===== config.mk =====
export PLATFORM = sky130hd
export DESIGN_NAME = calendar_counter
export DESIGN_NICKNAME = d
export VERILOG_FILES = /design/src/rtl/cal_pkg.sv /design/src/rtl/cal_xfer.sv /design/src/rtl/cal_prescaler.sv /design/src/rtl/cal_core.sv /design/src/rtl/calendar_counter.sv
export SDC_FILE = /design/constraint.sdc
export NUM_CORES = 1
export LEC_CHECK = 0
export BUFFER_PORTS_ARGS = -buffer_cell sky130_fd_sc_hd__buf_2
export CORE_MARGIN = 2
export CORE_UTILIZATION = 30
export CTS_CLUSTER_SIZE = 30
export DETAILED_ROUTE_END_ITERATION = 10
export PLACE_DENSITY_LB_ADDON = 0.25
export SLEW_MARGIN = 20
export SYNTH_ARGS = -nofsm -noshare
export SYNTH_HDL_FRONTEND = slang
export SYNTH_SLANG_ARGS = --single-unit

===== constraint.sdc =====
create_clock -name clk -period 6.2 [get_ports clk]
set_input_delay 1.24 -clock clk [delete_from_list [all_inputs] [get_ports clk]]
set_output_delay 1.24 -clock clk [all_outputs]
set_load 0.03 [all_outputs]

===== src/rtl/cal_pkg.sv =====
package cal_pkg;

    localparam int ADDR_W = 5;
    localparam int WORD_W = 32;

    // status bit positions in the control register
    localparam int ST_WPEND = 0;
    localparam int ST_TPEND = 4;
    localparam int ST_OSC   = 5;
    localparam int ST_RUN   = 8;

    typedef enum logic [ADDR_W-1:0] {
        A_CTRL = 5'h00,
        A_TRIM = 5'h04,
        A_SET0 = 5'h08,
        A_SET1 = 5'h0C,
        A_GET0 = 5'h10,
        A_GET1 = 5'h14
    } reg_addr_e;

    // packed so that {tm, 4'b0} is the time word
    typedef struct packed {
        logic [5:0] month;
        logic [4:0] day;
        logic [4:0] hour;
        logic [5:0] min;
        logic [5:0] sec;
    } cal_time_t;

    typedef struct packed {
        logic [WORD_W-1:0] year;
        cal_time_t         tm;
    } cal_state_t;

    function automatic logic is_leap(input logic [WORD_W-1:0] y);
        return (y[1:0] == 2'b00) && (y != 32'd1900);
    endfunction

    function automatic logic [4:0] days_in_month(input logic [5:0] m,
                                                 input logic [WORD_W-1:0] y);
        case (m)
            6'd2:                   return is_leap(y) ? 5'd29 : 5'd28;
            6'd4, 6'd6, 6'd9, 6'd11: return 5'd30;
            default:                return 5'd31;
        endcase
    endfunction

    function automatic cal_state_t cal_next(input cal_state_t s);
        cal_state_t n;
        n = s;
        if (s.tm.sec >= 6'd59) begin
            n.tm.sec = '0;
            if (s.tm.min >= 6'd59) begin
                n.tm.min = '0;
                if (s.tm.hour >= 5'd23) begin
                    n.tm.hour = '0;
                    if (s.tm.day >= days_in_month(s.tm.month, s.year)) begin
                        n.tm.day = 5'd1;
                        if (s.tm.month >= 6'd12) begin
                            n.tm.month = 6'd1;
                            n.year     = s.year + 1'b1;
                        end else begin
                            n.tm.month = s.tm.month + 1'b1;
                        end
                    end else begin
                        n.tm.day = s.tm.day + 1'b1;
                    end
                end else begin
                    n.tm.hour = s.tm.hour + 1'b1;
                end
            end else begin
                n.tm.min = s.tm.min + 1'b1;
            end
        end else begin
            n.tm.sec = s.tm.sec + 1'b1;
        end
        return n;
    endfunction

endpackage


===== src/rtl/cal_xfer.sv =====
// Holds a pending flag from a bus write until the Nth slow edge, then pulses load.
module cal_xfer #(
    parameter int EDGES = 2
) (
    input  logic clk,
    input  logic rst,
    input  logic slow_edge,
    input  logic wr,
    output logic pend,
    output logic load
);
    localparam int CW = $clog2(EDGES + 1);
    localparam logic [CW-1:0] LAST = CW'(EDGES - 1);

    logic [CW-1:0] stage;

    assign load = pend && slow_edge && !wr && (stage == LAST);

    always_ff @(posedge clk) begin
        if (rst) begin
            pend  <= 1'b0;
            stage <= '0;
        end else if (wr) begin
            pend  <= 1'b1;
            stage <= '0;
        end else if (pend && slow_edge) begin
            if (stage == LAST) begin
                pend  <= 1'b0;
                stage <= '0;
            end else begin
                stage <= stage + 1'b1;
            end
        end
    end

    // a write always leaves the flag set
    a_r3_wr_sets_pend: assert property (@(posedge clk) disable iff (rst)
        wr |=> pend);
    // the load edge clears the flag
    a_r4_load_clears: assert property (@(posedge clk) disable iff (rst)
        load |=> !pend);
    // no load without a slow edge
    a_r3_load_on_edge: assert property (@(posedge clk) disable iff (rst)
        load |-> slow_edge);

endmodule


===== src/rtl/cal_prescaler.sv =====
module cal_prescaler #(
    parameter int TRIM_W = 16
) (
    input  logic              clk,
    input  logic              rst,
    input  logic              slow_edge,
    input  logic [TRIM_W-1:0] trim,
    input  logic              restart,
    output logic              tick
);
    logic [TRIM_W-1:0] cnt;

    assign tick = slow_edge && !restart && (cnt >= trim);

    always_ff @(posedge clk) begin
        if (rst || restart) begin
            cnt <= '0;
        end else if (slow_edge) begin
            if (cnt >= trim) cnt <= '0;
            else             cnt <= cnt + 1'b1;
        end
    end

    // a restart leaves the count at zero
    a_r5_restart_zero: assert property (@(posedge clk) disable iff (rst)
        restart |=> (cnt == '0));
    // ticks only on a slow edge
    a_r5_tick_on_edge: assert property (@(posedge clk) disable iff (rst)
        tick |-> slow_edge);

endmodule


===== src/rtl/cal_core.sv =====
module cal_core
    import cal_pkg::*;
#(
    parameter logic [WORD_W-1:0] RESET_YEAR = 32'd1900
) (
    input  logic              clk,
    input  logic              rst,
    input  logic              tick,
    input  logic              load_tm,
    input  logic              load_yr,
    input  cal_time_t         tm_in,
    input  logic [WORD_W-1:0] yr_in,
    output cal_state_t        state
);
    always_ff @(posedge clk) begin
        if (rst) begin
            state.year     <= RESET_YEAR;
            state.tm.month <= 6'd1;
            state.tm.day   <= 5'd1;
            state.tm.hour  <= '0;
            state.tm.min   <= '0;
            state.tm.sec   <= '0;
        end else if (load_tm || load_yr) begin
            if (load_tm) state.tm   <= tm_in;
            if (load_yr) state.year <= yr_in;
        end else if (tick) begin
            state <= cal_next(state);
        end
    end

    // after a tick the clock fields are in range
    a_r6_fields_legal: assert property (@(posedge clk) disable iff (rst)
        (tick && !load_tm && !load_yr) |=>
            (state.tm.sec <= 6'd59 && state.tm.min <= 6'd59 && state.tm.hour <= 5'd23));
    // a tick moves the year by at most one
    a_r6_year_step: assert property (@(posedge clk) disable iff (rst)
        (tick && !load_yr) |=>
            (state.year == $past(state.year) || state.year == $past(state.year) + 1'b1));
    // a tick never lands on day 29 of a common-year February
    a_r7_feb_common: assert property (@(posedge clk) disable iff (rst)
        (tick && !load_tm && !load_yr) |=>
            !(state.tm.month == 6'd2 && state.tm.day > 5'd28 && !is_leap(state.year)));

endmodule


===== src/rtl/calendar_counter.sv =====
module calendar_counter
    import cal_pkg::*;
#(
    parameter int                TRIM_W     = 16,
    parameter logic [TRIM_W-1:0] TRIM_RESET = 16'd32767,
    parameter logic [31:0]       RESET_YEAR = 32'd1900,
    parameter int                SYNC_EDGES = 2
) (
    input  logic              clk,
    input  logic              rst,
    input  logic              slow_edge,
    input  logic              bus_we,
    input  logic              bus_re,
    input  logic [ADDR_W-1:0] bus_addr,
    input  logic [WORD_W-1:0] bus_wdata,
    output logic [WORD_W-1:0] bus_rdata
);
    localparam int PAD_W = WORD_W - TRIM_W;

    // write decode
    logic we_set0, we_set1, we_trim;
    assign we_set0 = bus_we && (bus_addr == A_SET0);
    assign we_set1 = bus_we && (bus_addr == A_SET1);
    assign we_trim = bus_we && (bus_addr == A_TRIM);

    // held values waiting to cross
    cal_time_t         tm_hold;
    logic [WORD_W-1:0] yr_hold;
    logic              have_tm, have_yr;
    logic [TRIM_W-1:0] trim_hold, trim_q;

    logic set_pend, set_load, trim_pend, trim_load, tick;
    cal_state_t state;

    always_ff @(posedge clk) begin
        if (rst) begin
            tm_hold   <= '0;
            yr_hold   <= '0;
            have_tm   <= 1'b0;
            have_yr   <= 1'b0;
            trim_hold <= TRIM_RESET;
        end else begin
            if (set_load) begin
                have_tm <= 1'b0;
                have_yr <= 1'b0;
            end
            if (we_set0) begin
                tm_hold <= bus_wdata[WORD_W-1:4];
                have_tm <= 1'b1;
            end
            if (we_set1) begin
                yr_hold <= bus_wdata;
                have_yr <= 1'b1;
            end
            if (we_trim) trim_hold <= bus_wdata[TRIM_W-1:0];
        end
    end

    cal_xfer #(.EDGES(SYNC_EDGES)) u_set_xfer (
        .clk(clk), .rst(rst), .slow_edge(slow_edge),
        .wr(we_set0 || we_set1), .pend(set_pend), .load(set_load)
    );

    cal_xfer #(.EDGES(SYNC_EDGES)) u_trim_xfer (
        .clk(clk), .rst(rst), .slow_edge(slow_edge),
        .wr(we_trim), .pend(trim_pend), .load(trim_load)
    );

    always_ff @(posedge clk) begin
        if (rst)            trim_q <= TRIM_RESET;
        else if (trim_load) trim_q <= trim_hold;
    end

    cal_prescaler #(.TRIM_W(TRIM_W)) u_presc (
        .clk(clk), .rst(rst), .slow_edge(slow_edge),
        .trim(trim_q), .restart(set_load), .tick(tick)
    );

    cal_core #(.RESET_YEAR(RESET_YEAR)) u_core (
        .clk(clk), .rst(rst), .tick(tick),
        .load_tm(set_load && have_tm), .load_yr(set_load && have_yr),
        .tm_in(tm_hold), .yr_in(yr_hold), .state(state)
    );

    // oscillator / running status
    logic [1:0] edge_cnt;
    logic       osc_seen, running;
    assign osc_seen = (edge_cnt != 2'd0);
    assign running  = (edge_cnt == 2'd2);

    always_ff @(posedge clk) begin
        if (rst)                         edge_cnt <= '0;
        else if (slow_edge && !running)  edge_cnt <= edge_cnt + 1'b1;
    end

    logic [WORD_W-1:0] status;
    always_comb begin
        status           = '0;
        status[ST_WPEND] = set_pend;
        status[ST_TPEND] = trim_pend;
        status[ST_OSC]   = osc_seen;
        status[ST_RUN]   = running;
    end

    // registered reads with a coherent year snapshot
    logic [WORD_W-1:0] snap_year;
    logic              rd_get0;
    assign rd_get0 = bus_re && (bus_addr == A_GET0);

    always_ff @(posedge clk) begin
        if (rst) begin
            bus_rdata <= '0;
            snap_year <= RESET_YEAR;
        end else if (bus_re) begin
            case (bus_addr)
                A_CTRL:  bus_rdata <= status;
                A_TRIM:  bus_rdata <= {{PAD_W{1'b0}}, trim_q};
                A_GET0: begin
                    bus_rdata <= {state.tm, 4'b0000};
                    snap_year <= state.year;
                end
                A_GET1:  bus_rdata <= snap_year;
                default: bus_rdata <= '0;
            endcase
        end
    end

    // the snapshot only moves on a time-word read
    a_r8_snap_hold: assert property (@(posedge clk) disable iff (rst)
        !rd_get0 |=> $stable(snap_year));
    // read data holds when no read is issued
    a_r10_rdata_hold: assert property (@(posedge clk) disable iff (rst)
        !bus_re |=> $stable(bus_rdata));
    // trim only changes through its crossing
    a_r4_trim_stable: assert property (@(posedge clk) disable iff (rst)
        !trim_load |=> $stable(trim_q));
    // running implies the oscillator has been seen
    a_r9_run_osc: assert property (@(posedge clk) disable iff (rst)
        running |-> osc_seen);

endmodule


After elaboration in Yosys (flattened, before gate mapping) --
Index checks and enable logic that the tools add are counted.
Cells by class: magnitude comparators 6, bitwise operators 0, reduce and logical (&&, ||, !) cells 49, shift operators 0, multiplexer cells 35, eq/ne operators 16, div/mod/pow operators 0, multipliers 0, $add $sub $neg 10
Operator list (count):
- $pmux 32 s4 | 1
- $mux 60 | 2
- $mux 32 | 2
- $mux 54 | 1
- $mux 48 | 1
- $mux 43 | 1
- $mux 5 | 8
- $mux 38 | 1
- $add 32x1->32 const B | 1
- $ne 32x11->1 const B | 1
- $mux 28 | 1
- $reduce_bool 2->1 | 13
- $add 6x1->6 const B | 3
- $mux 6 | 3
- $add 16x1->16 const B | 1
- $ge 16x16->1 | 1
- $mux 16 | 1
- $logic_and 1x1->1 | 15
- $eq 6x3->1 const B | 2
- $eq 6x4->1 const B | 2
- $ge 6x6->1 const B | 2
- $add 5x1->5 const B | 2
- $eq 5x4->1 const B | 2
- $eq 5x5->1 const B | 2
- other kinds (24) | 47
Storage, ports and cells: input bits 42, word-level logic and storage cells 140, flip-flop bits (word level) 242, RAM bits 0, memories kept 0, bits in latches 0, output and inout bits 32, bits in read-only memories 0

Logic depth before layout (Yosys ltp) --
depth after elaboration 19, mapped depth 15, mapped depth without buffers 13

Modules after synthesis --
From an unflattened synthesis, not the netlist that was laid out.
Second synthesis, totals: cells, all modules 1417, area total of the unflattened synthesis 12175.4 um^2
By module, submodules not included:
- calendar_counter | instances 1, seq. area each 3203.1 um^2, area each 6706.4 um^2, cells an instance 713
- cal_core | instances 1, seq. area each 1201.2 um^2, area each 4000.1 um^2, cells an instance 541
- cal_prescaler | instances 1, seq. area each 320.3 um^2, area each 1193.6 um^2, cells an instance 135
- cal_xfer | instances 2, seq. area each 60.1 um^2, area each 137.6 um^2, cells an instance 14

Worst setup path after synthesis --
Ideal clock, no wire load.
path kind input -> register, start input port slow_edge, end register, netlist name u_core.state[23], path slack 3.174 ns, arrival 2.892 ns, setup time 0.134 ns, path buffers 3, data required time 6.066 ns, cell stages on the path 10, path through buf_2 -> nand3_1 -> a311oi_1 -> buf_2 -> nand2_1 -> nand2_1 -> o211ai_1 -> buf_2 -> a211oi_1 -> a211oi_1
On the way: cells in the longest elaborated chain, start to end 8, elaborated cells between the ends (all ways) 17, classes of those cells 1 x eq/ne; 1 x mux; 15 x reduce/logical
Ends and longest elaborated chain:
- start: declaration | line calendar_counter.sv:11 | input logic slow_edge,
- $logic_and 1x1->1 (3 in series) | line cal_xfer.sv:17 | assign load = pend && slow_edge && !wr && (stage == LAST);
- $logic_not 1->1 | line cal_prescaler.sv:13 | assign tick = slow_edge && !restart && (cnt >= trim);
- $logic_and 1x1->1 (2 in series) | line cal_prescaler.sv:13
- $reduce_bool 2->1 (no source line)
- $reduce_and 6->1 (no source line)
Several ways; a longest one is shown, not always the timed one. A chain may end at the register's enable or synchronous reset.

Worst setup path in the final report --
start register, netlist name u_core.state[38], end register, netlist name u_core.state[32]
On the way: cells in the longest elaborated chain, start to end 13
Ends and longest elaborated chain:
- $ne 32x11->1 | line cal_pkg.sv:36 | return (y[1:0] == 2'b00) && (y != 32'd1900);
- $logic_and 1x1->1 | line cal_pkg.sv:36
- $mux 1 | line cal_pkg.sv:42 | 6'd2: return is_leap(y) ? 5'd29 : 5'd28;
- $pmux 5 s2 | line cal_pkg.sv:41 | case (m)
- $mux 5 | line cal_pkg.sv:55 | if (s.tm.hour >= 5'd23) begin
- $mux 5 | line cal_pkg.sv:53 | if (s.tm.min >= 6'd59) begin
- $mux 5 | line cal_pkg.sv:51 | if (s.tm.sec >= 6'd59) begin
- $mux 5 | line cal_core.sv:26 | end else if (tick) begin
- $mux 5 | line cal_core.sv:23 | end else if (load_tm || load_yr) begin
- $mux 5 | line cal_core.sv:16 | if (rst) begin
- $ge 5x5->1 | line cal_pkg.sv:57 | if (s.tm.day >= days_in_month(s.tm.month, s.year)) begin
- $reduce_bool 2->1 (no source line)
- $reduce_and 7->1 (no source line)
Every way passes these cells. The select of a mux whose other input is x is not followed.

==> metrics.txt <==
crit path buf inv count=1; Synth area leader=dfxtp_1; Final #Nets=1490; Worst slew margin=0.3237; GRT Total Usage=0.1755; Final ANT Viol Nets=0; pin slew with the least headroom to its limit=1.014 ns; residual DRC count=0; largest net degree at the start of global routing=103; Synth cell types=72; top post-synthesis cells by area=dfxtp_1 43%, nand2_1 10%, a21oi_1 6.3%, ha_1 3.4%, nor2_1 3.3%; Hold/Removal Path Class=flip-flop to flip-flop; Max Slew Vio Count=0; Final min period=3.879 ns; Power Dens Cells=255.4 mW/mm^2; Area Growth Syn to Fin=13.84%; Yosys warnings=0; vias per cell=5.154; FMAX=0.2578 GHz; clk slew on worst S/H paths=0.06 ns; Worst path slowest cell=o41ai_1; area of the core=0.03749 sq mm; drt pass-1 iters=5; beginning of the worst hold path=snap_year[17]; setup tns final=0 ns; status=finished clean; CTS Sinks=242; CTS tree=done; Setup CP Type=flip-flop to flip-flop; final-layout fill cell count=4011; Simple-Gate Fraction of Synth Area=0.2151; Synth Area in Adders=0.03416; Synth Register Bits=242; final hold violation count=0; CP endpoint kind=flip-flop; Net Count, Synth=1481; die width=198.5 microns; Top Family by Delay on Critical Path=compound AO/OA/AOI/OAI gates; vias in the first global route=9394; Starting Density=0.3029; Max clock buf depth=3; cells along the critical path=inv_1 -> nor4_1 -> nand4_1 -> o41ai_1 -> a22oi_1 -> ha_1 -> nand2b_1 -> a21oi_1 -> o41ai_2 -> and2_4 -> o211a_4 -> o21ai_0 -> a31o_1; share of synthesized registers carrying an async set or reset=0; mux contribution to synthesized area=0.04199; Placement Setup Slack=1.915 ns; Mapped Area=0.01135 sq mm; Yosys top cell area share=0.4267; PnR Total Power=3.302 mW; unrepaired setup endpoints after global routing=false; die footprint=0.03942 sq mm; Final setup viols=0; largest family of logic cells by synthesized area=simple AND/OR/NAND/NOR gates; DRT iter0 DRCs=758; VDD IR-drop max=0.1918 mV; CTS buffer count=27; Post-synth EDFFs=0; syn avg cell area=8.063 sq um; number of core rows=71; XOR/XNOR Fraction of Synth Area=0.01774; DP Wirelength=23.77 mm; Final GP Congestion=0.8016; CP required=6.66 ns; FF-to-FF setup slack=2.32 ns; PnR worst setup slack=2.321 ns; # port buffers=73; Post-CTS Resized=0; Most used DFF post-synth=dfxtp_1; critical path launch point=u_core.state[38]; via count=10040; max_cap viols=0; Crit Path Max Fanout=38; Die Y-Extent=198.5 microns; layout cells sized above 1=0.1295; H-tree levels=1; Setup Skew=0.03322 ns; Util after Layout=0.3448; Worst Setup Start Kind=flip-flop; Worst R2R Start=u_core.state[38]; Root Buffer=clkbuf_16; grt total ovfl=0; diode count=0; worst skew pair latency=0.56 ns; CP arrival=4.34 ns; period utilization=0.6256; Syn Inst Count=1408; I/O pins=74; leakage power=4.767 nW; antenna violations before repair=0; final wirelength=34.68 mm; Design Area, Final=0.01292 sq mm; routed wire length per instance=17.81 microns; placed inst area=0.01204 sq mm; cts hold-fix bufs=0; crit-path max cell delay=0.64 ns; register area share after synthesis=0.4267; compound-cell area share of the yosys netlist=0.2128; postcts setup bufs=0; first-pass GRT wire length=54.47 mm
[per-layer routing]
metal | vias to the layer above | global-route usage | routed length [microns]
li1 | 4967 | - | -
met4 | 0 | 0.04450 | 629
met2 | 242 | 0.2806 | 15520
met5 | - | 0 | 0
met3 | 31 | 0.02170 | 1855
met1 | 4795 | 0.2501 | 16670
[where the power goes]
part           internal, mW  switching [mW]
Sequential             1.56         0.00629
Combinational        0.0351          0.0874
Clock                 0.953           0.656
Total                  2.55           0.750
[final cells by class]
type                    count  area [sq um]  area share
inverters                  33         123.9    0.009584
flip-flops and latches    242          4845      0.3748
well taps                 511         639.4     0.04947
clock inverters             9         101.3    0.007841
multi-input cells        1027          5966      0.4616
repair buffers             86         469.2     0.03630
clock buffers              39         780.7     0.06041
[metrics by stage]
step / hold WS, ns / instances
6_report: 0.4513 / 1947
5_1_grt: 0.4709 / 1947
4_1_cts: 0.4547 / 1947
3_3_place_gp: 0.4402 / 1899
2_1_floorplan: 0.4227 / 1408
3_5_place_dp: 0.4445 / 1899
[state kept, by name (all words and copies together), names as in the netlist]
register           count
u_core.state          60
u_set_xfer.stage       2
u_set_xfer.pend        1
have_tm                1
trim_hold             16
edge_cnt               2
u_trim_xfer.pend       1
u_presc.cnt           16
snap_year             32
bus_rdata             32
u_trim_xfer.stage      2
tm_hold               28
yr_hold               32
trim_q                16
have_yr                1
[cells in the mapped netlist (all sizes together), types with 5 or more instances]
| cell type | n |
|---|---|
| nor3b | 5 |
| nor2b | 10 |
| a21oi | 144 |
| nand2 | 307 |
| a32oi | 5 |
| o22ai | 9 |
| inv | 32 |
| a31o | 7 |
| a22o | 10 |
| o21a | 5 |
| a31oi | 13 |
| xor2 | 14 |
| nand4 | 17 |
| o31ai | 9 |
| a211oi | 22 |
| xnor2 | 9 |
| a22oi | 30 |
| and3 | 12 |
| a21o | 5 |
| or2 | 7 |
| mux2 | 15 |
| nor2 | 100 |
| buf | 27 |
| clkbuf | 79 |
| nor3 | 29 |
| nand3 | 38 |
| mux2i | 24 |
| o211ai | 27 |
| dfxtp | 242 |
| and2 | 10 |
| o21ai | 57 |
| ha | 31 |
| nor4 | 9 |
| o32ai | 6 |
[path summary, 6_finish.rpt]
kind / end / cells past startpoint
hold reg to reg: snap_year[17] / 2
setup reg to reg: u_core.state[32] / 13
setup / recovery: u_core.state[32] / 13
hold / removal: snap_year[17] / 2
[worst min-delay path: cells and delay by family (launching register included)]
| kind | cells | cell delay (ns) |
|---|---|---|
| flops | 1 | 0.31 |
| simple gates | 1 | 0.05 |
| compound gates | 1 | 0.05 |
[layout by cell type, fill, tap and decap left out, types with 7 or more instances in the layout]
| cell | instances |
|---|---|
| a22o_1 | 10 |
| and3_1 | 11 |
| nor3_1 | 25 |
| o21ai_0 | 55 |
| nor2_1 | 99 |
| a21oi_1 | 144 |
| xnor2_1 | 9 |
| nor4_1 | 9 |
| xor2_1 | 14 |
| inv_1 | 31 |
| a211oi_1 | 15 |
| nand2_1 | 307 |
| mux2_2 | 15 |
| dfxtp_1 | 242 |
| a211oi_2 | 7 |
| ha_1 | 31 |
| clkbuf_16 | 27 |
| o31ai_1 | 9 |
| nand3_1 | 38 |
| mux2i_1 | 24 |
| nor2b_1 | 10 |
| a22oi_1 | 30 |
| o211ai_1 | 24 |
| buf_4 | 13 |
| nand4_1 | 17 |
| a31oi_1 | 12 |
| buf_2 | 72 |
| o22ai_1 | 9 |
[cell families (layout without fill, tap and decap cells)]
| group | after synthesis | after routing |
|---|---|---|
| AOI/OAI and AO/OA | 371 | 371 |
| xor gates and xnor gates | 23 | 23 |
| adders and majority gates | 31 | 31 |
| buffers and inverters | 139 | 167 |
| DFF | 242 | 242 |
| muxes | 42 | 42 |
| and+or+nand+nor | 560 | 560 |
Note: power is estimated with default switching activity, not from simulation.
